`src/rtl/pps_sync_pkg.sv`:
```
package pps_sync_pkg;

  typedef enum logic [1:0] {
    ST_IDLE  = 2'd0,
    ST_ARMED = 2'd1,
    ST_PULSE = 2'd2
  } sync_state_e;

endpackage

```
`src/rtl/pps_bit_sync.sv`:
```
module pps_bit_sync #(
  parameter int STAGES = 2
) (
  input  logic clk,
  input  logic rst_n,
  input  logic d_async,
  output logic d_sync
);
  localparam int LAST = STAGES - 1;

  logic [LAST:0] chain;

  for (genvar g = 0; g < STAGES; g++) begin : g_stage
    if (g == 0) begin : g_first
      always_ff @(posedge clk or negedge rst_n) begin
        if (!rst_n) chain[0] <= 1'b0;
        else        chain[0] <= d_async;
      end
    end else begin : g_next
      always_ff @(posedge clk or negedge rst_n) begin
        if (!rst_n) chain[g] <= 1'b0;
        else        chain[g] <= chain[g-1];
      end
    end
  end

  assign d_sync = chain[LAST];
endmodule

```
`src/rtl/pps_rise_detect.sv`:
```
module pps_rise_detect (
  input  logic clk,
  input  logic rst_n,
  input  logic level,
  output logic rise
);
  logic level_q;

  always_ff @(posedge clk or negedge rst_n) begin
    if (!rst_n) level_q <= 1'b0;
    else        level_q <= level;
  end

  assign rise = level & ~level_q;
endmodule

```
`src/rtl/pps_len_select.sv`:
```
module pps_len_select #(
  parameter int              LEN_W   = 24,
  parameter logic [LEN_W-1:0] DEF_LEN = '0,
  parameter logic [LEN_W-1:0] MIN_LEN = '0
) (
  input  logic [LEN_W-1:0] req_len,
  output logic [LEN_W-1:0] eff_len
);
  always_comb begin
    if (req_len == '0)          eff_len = DEF_LEN;
    else if (req_len < MIN_LEN) eff_len = MIN_LEN;
    else                        eff_len = req_len;
  end
endmodule

```
`src/rtl/pps_pulse_fsm.sv`:
```
module pps_pulse_fsm
  import pps_sync_pkg::*;
#(
  parameter int LEN_W = 24
) (
  input  logic             clk,
  input  logic             rst_n,
  input  logic             clr,
  input  logic             arm_edge,
  input  logic             pps_edge,
  input  logic [LEN_W-1:0] len_in,
  output logic             sync_q,
  output logic             busy,
  output logic             done_q
);
  localparam logic [LEN_W-1:0] ONE = LEN_W'(1);

  sync_state_e      st;
  logic [LEN_W-1:0] len_q;
  logic [LEN_W-1:0] cnt;

  always_ff @(posedge clk or negedge rst_n) begin
    if (!rst_n) begin
      st     <= ST_IDLE;
      len_q  <= '0;
      cnt    <= '0;
      sync_q <= 1'b0;
      done_q <= 1'b0;
    end else begin
      done_q <= 1'b0;
      if (clr) begin
        st     <= ST_IDLE;
        cnt    <= '0;
        sync_q <= 1'b0;
      end else begin
        unique case (st)
          ST_IDLE: begin
            if (arm_edge) begin
              len_q <= len_in;
              st    <= ST_ARMED;
            end
          end
          ST_ARMED: begin
            if (pps_edge) begin
              st     <= ST_PULSE;
              sync_q <= 1'b1;
              cnt    <= len_q - ONE;
            end
          end
          ST_PULSE: begin
            if (cnt == '0) begin
              st     <= ST_IDLE;
              sync_q <= 1'b0;
              done_q <= 1'b1;
            end else begin
              cnt <= cnt - ONE;
            end
          end
          default: st <= ST_IDLE;
        endcase
      end
    end
  end

  assign busy = (st != ST_IDLE);
endmodule

```
`src/rtl/pps_sync_gen.sv`:
```
module pps_sync_gen #(
  parameter int CLK_HZ      = 200_000_000,
  parameter int DEF_US      = 2000,
  parameter int MIN_US      = 1000,
  parameter int LEN_W       = 24,
  parameter int SYNC_STAGES = 2
) (
  input  logic             clk,
  input  logic             rst_n,
  input  logic             cnt_clr,
  input  logic             trig,
  input  logic             pps_async,
  input  logic [LEN_W-1:0] pulse_len,
  output logic             sync_out,
  output logic             busy,
  output logic             done
);
  localparam longint DEF_CYC = longint'(CLK_HZ) * longint'(DEF_US) / longint'(1000000);
  localparam longint MIN_CYC = longint'(CLK_HZ) * longint'(MIN_US) / longint'(1000000);
  localparam logic [LEN_W-1:0] DEF_LEN = DEF_CYC[LEN_W-1:0];
  localparam logic [LEN_W-1:0] MIN_LEN = MIN_CYC[LEN_W-1:0];

  logic             pps_s;
  logic             pps_rise;
  logic             trig_rise;
  logic [LEN_W-1:0] eff_len;

  pps_bit_sync #(.STAGES(SYNC_STAGES)) u_pps_sync (
    .clk     (clk),
    .rst_n   (rst_n),
    .d_async (pps_async),
    .d_sync  (pps_s)
  );

  pps_rise_detect u_pps_edge (
    .clk   (clk),
    .rst_n (rst_n),
    .level (pps_s),
    .rise  (pps_rise)
  );

  pps_rise_detect u_trig_edge (
    .clk   (clk),
    .rst_n (rst_n),
    .level (trig),
    .rise  (trig_rise)
  );

  pps_len_select #(
    .LEN_W   (LEN_W),
    .DEF_LEN (DEF_LEN),
    .MIN_LEN (MIN_LEN)
  ) u_len (
    .req_len (pulse_len),
    .eff_len (eff_len)
  );

  pps_pulse_fsm #(.LEN_W(LEN_W)) u_fsm (
    .clk      (clk),
    .rst_n    (rst_n),
    .clr      (cnt_clr),
    .arm_edge (trig_rise),
    .pps_edge (pps_rise),
    .len_in   (eff_len),
    .sync_q   (sync_out),
    .busy     (busy),
    .done_q   (done)
  );
endmodule

```
`config.mk`:
```
export PLATFORM = sky130hd
export DESIGN_NAME = pps_sync_gen
export DESIGN_NICKNAME = d
export VERILOG_FILES = /design/src/rtl/pps_sync_pkg.sv /design/src/rtl/pps_bit_sync.sv /design/src/rtl/pps_rise_detect.sv /design/src/rtl/pps_len_select.sv /design/src/rtl/pps_pulse_fsm.sv /design/src/rtl/pps_sync_gen.sv
export SDC_FILE = /design/constraint.sdc
export NUM_CORES = 1
export LEC_CHECK = 0
export CAP_MARGIN = 20
export CORE_ASPECT_RATIO = 0.7
export CORE_MARGIN = 4
export CORE_UTILIZATION = 35
export DETAILED_ROUTE_END_ITERATION = 12
export GPL_TIMING_DRIVEN = 0
export REMOVE_ABC_BUFFERS = 1
export SLEW_MARGIN = 15
export SYNTH_ARGS = -nofsm -noshare
export SYNTH_HDL_FRONTEND = slang
export SYNTH_HIERARCHICAL = 1
export SYNTH_SLANG_ARGS = --single-unit
```
`constraint.sdc`:
```
create_clock -name clk -period 2.69 [get_ports clk]
set_clock_uncertainty 0.2 [all_clocks]
set_input_delay 0.6725 -clock clk [delete_from_list [all_inputs] [get_ports clk]]
set_output_delay 0.6725 -clock clk [all_outputs]
set_load 0.05 [all_outputs]
```
==> summary.txt <==
Run status
  • Outcome: finished, violations left
  • Failing checks: setup timing

Logic synthesis
  • Mapped Avg Cell Area: about 9.1 um^2
  • Main flop type after synthesis: dfrtp_1
  • Area leader, netlist: dfrtp_1
  • Post-synth EDFFs: 0
  • Yosys warnings: 6
  • Async SR Flop Fraction: 100%
  • Synth top area share: between 30% and 40%
  • Synth area leaders: dfrtp_1, mux2_2, nor2_1, a21oi_1, o21ai_0
  • Post-synthesis instance total: 389
  • Register bit total from synthesis: 56
  • Synth cell types: 56
  • Post-Syn Area: between 3000 and 4000 um^2
  • Post-synthesis sequential area ratio: between 30% and 40%

Layout
  • Layout Nets: 460
  • Core Util, Final: ~45%
  • Area Overhead vs Synth: 25.4%
  • Ant. Diodes: 0
  • Commonest non-fill, non-tap cell in the layout: dfrtp_1
  • Share of cells above drive strength 1: about a quarter
  • Most frequent cells in the layout: dfrtp_1, nor2_1, clkdlybuf4s50_1, mux2_2, nand2_1
  • Post-route cell area: ~4500 um^2

Clock network
  • Clk buf depth: 2
  • Clk slew on worst S/H paths: around 0.070 ns
  • Num CTS Buffers: 5
  • TritonCTS Sinks: 56
  • CTS tree: done
  • Hold-fix buffers, CTS: 0
  • H-tree levels: 2
  • Root Buffer: clkbuf_16
  • Clk_lat worst skew: approximately 0.30 ns

Timing
  • Final Worst Setup Slack: -0.164 ns
  • Slew headroom: 48.8%
  • Crit share post-route: 106%
  • Worst-Margin Slew: roughly 0.76 ns
  • Final hold violation count: 0
  • Total negative slack: -0.273 ns
  • Final setup viols: 4
  • Max Slew Vio Count: 0
  • RSZ-0062 raised after global routing: yes
  • Peak Freq: between 300 and 400 MHz
  • Final Critical Period: between 2 and 3 ns

Worst setup path
  • Startpoint Class: flop
  • Critical path class: flop to flop
  • WP data required: 2.66 ns
  • Critical path fanouts, max: 5
  • Crit end category: flop
  • Critical Path AT: ~2.8 ns

Route
  • Avg WL per Cell: between 15 and 20 um
  • Post-DRT Antenna Nets: 0
  • DRC Markers: 0
  • DRT iter0 DRCs: 293
  • Vias per inst: ~5.7
  • DR pass1 iterations: 5
  • Via Count: ~3200
  • Drt total wl: a little over 10 mm

Power and ir drop
  • Peak VDD IR: 0.240 mV
  • Pwr dens: between 500 and 600 nW/um^2
  • Pleak: about 1.8 nW

Die
  • Core box area: roughly 9800 um^2
  • Die X: between 100 and 150 um
  • I/O pins: 32
  • Die area: 11800 um^2
  • Initial Util: between 30% and 40%
  • Rows: 30
  • Die Height: 92.3 um

Placed design
  • Pre-CTS setup slack: -0.893 ns
  • Area of placed instances: just under 4000 um^2
  • Placer Congestion: between 0.8 and 0.9
  • IO Port Bufs: 31
  • Post-DP HPWL: around 6.7 mm

Global routing
  • GR Overflow Total: 0
  • GRT Util Overall: 17.5%
  • First-pass GRT wire length: between 15 and 20 mm
  • Vias in the first global route: 3079
  • Largest net degree at the start of global routing: 57
  • Initial antenna violation count: 0

Flow run
  • Max_cap viols: 0

Min path
  • Min-delay worst type: flop to flop
## path summary, 6_finish.rpt
kind	start	to	slack (ns)	depth (start not counted)
max in group asynchronous	rst_n	u_fsm/st[0]$_DFFE_PN0P_	1.54	1
worst max-delay path	u_fsm/st[0]$_DFFE_PN0P_	u_fsm/cnt[23]$_DFFE_PN0P_	-0.16	7
worst max register to register	u_fsm/st[0]$_DFFE_PN0P_	u_fsm/cnt[23]$_DFFE_PN0P_	-0.16	7
min in group asynchronous	rst_n	u_fsm/len_q[21]$_DFFE_PN0P_	0.20	1
worst min register to register	u_pps_sync/chain[0]$_DFF_PN0_	u_pps_sync/d_sync$_DFF_PN0_	0.16	0
worst min-delay path	u_pps_sync/chain[0]$_DFF_PN0_	u_pps_sync/d_sync$_DFF_PN0_	0.16	0
## worst max-delay path, stage by stage (launching register included)
cell and delay (ns):
dfrtp_2 0.47, nand2b_4 0.20, or3_1 0.31, a211o_1 0.35
or4b_4 0.59, or3_4 0.37, a21oi_2 0.15, o22ai_1 0.08
## Yosys cell counts (4+ instances only)
cell       n
nor3_1    19
clkbuf_1  17
or3_1      8
mux2i_1    8
xnor2_1   10
a211oi_1   4
a21oi_1   26
o21ai_0   24
nor2b_1   10
nor4_1     4
dfrtp_1   56
o22ai_1    6
mux2_2    26
or2_2      4
xor2_1     8
inv_1      7
nand2b_1   8
nand2_1   27
nor2_1    48
nand3_1    9
## cell type report
class / count / area, um^2
fill: 952 / 5340
multi-input combinational: 306 / 2200
sequential: 56 / 1400
timing repair buffer: 55 / 492
tap: 128 / 160
clock buffer: 5 / 125
clock inverter: 3 / 42.5
inverter: 7 / 26.3
## cells by family after synthesis
kind of cell | Yosys count | share of synthesized area [%]
buffers and inverters | 30 | 4.02
flip-flops | 56 | 39.5
multiplexers | 34 | 10.5
XOR/XNOR | 18 | 4.44
AO/OA/AOI/OAI | 91 | 16.6
AND/OR/NAND/NOR | 160 | 24.9
## per-stage QoR
step | hold WS, ns | instances | total power [mW]
final | 0.157 | 560 | 2.58
after global routing | 0.171 | 560 | 2.73
after CTS | 0.162 | 545 | 2.54
after detailed placement | 0.144 | 527 | 1.72
after global placement | 0.136 | 525 | 1.70
after floorplan | 0.131 | 366 | 1.50
## routing by layer
metal	GRT usage [%]	vias to the layer above	wire length (um)
met5	0	-	0
met4	4.33	0	108
met3	4.48	11	1130
met2	23.6	171	4180
met1	27.3	1548	4830
li1	-	1483	-
## sequential cells by signal, indices dropped and copies added, names as in the netlist
register             cells
u_fsm/len_q             24
u_fsm/sync_q             1
u_pps_sync/d_sync        1
u_fsm/st                 2
u_fsm/cnt               24
u_pps_edge/level_q       1
u_trig_edge/level_q      1
u_pps_sync/chain         1
u_fsm/done_q             1
## report_power, final
part / leakage [nW] / switching [mW] / internal [mW] / total (mW)
logic: 1.03 / 0.356 / 0.341 / 0.697
registers: 0.716 / 0.173 / 0.953 / 1.13
clock network: 0.0798 / 0.315 / 0.438 / 0.753
## timing repair
action | CTS | global route
resized for setup | 22 | 16
endpoints found under the setup margin | 47 | 18
pin swaps | 4 | 9
gates cloned | 2 | 1
setup buffers | 8 | 14
(Power assumes the default switching activity.)
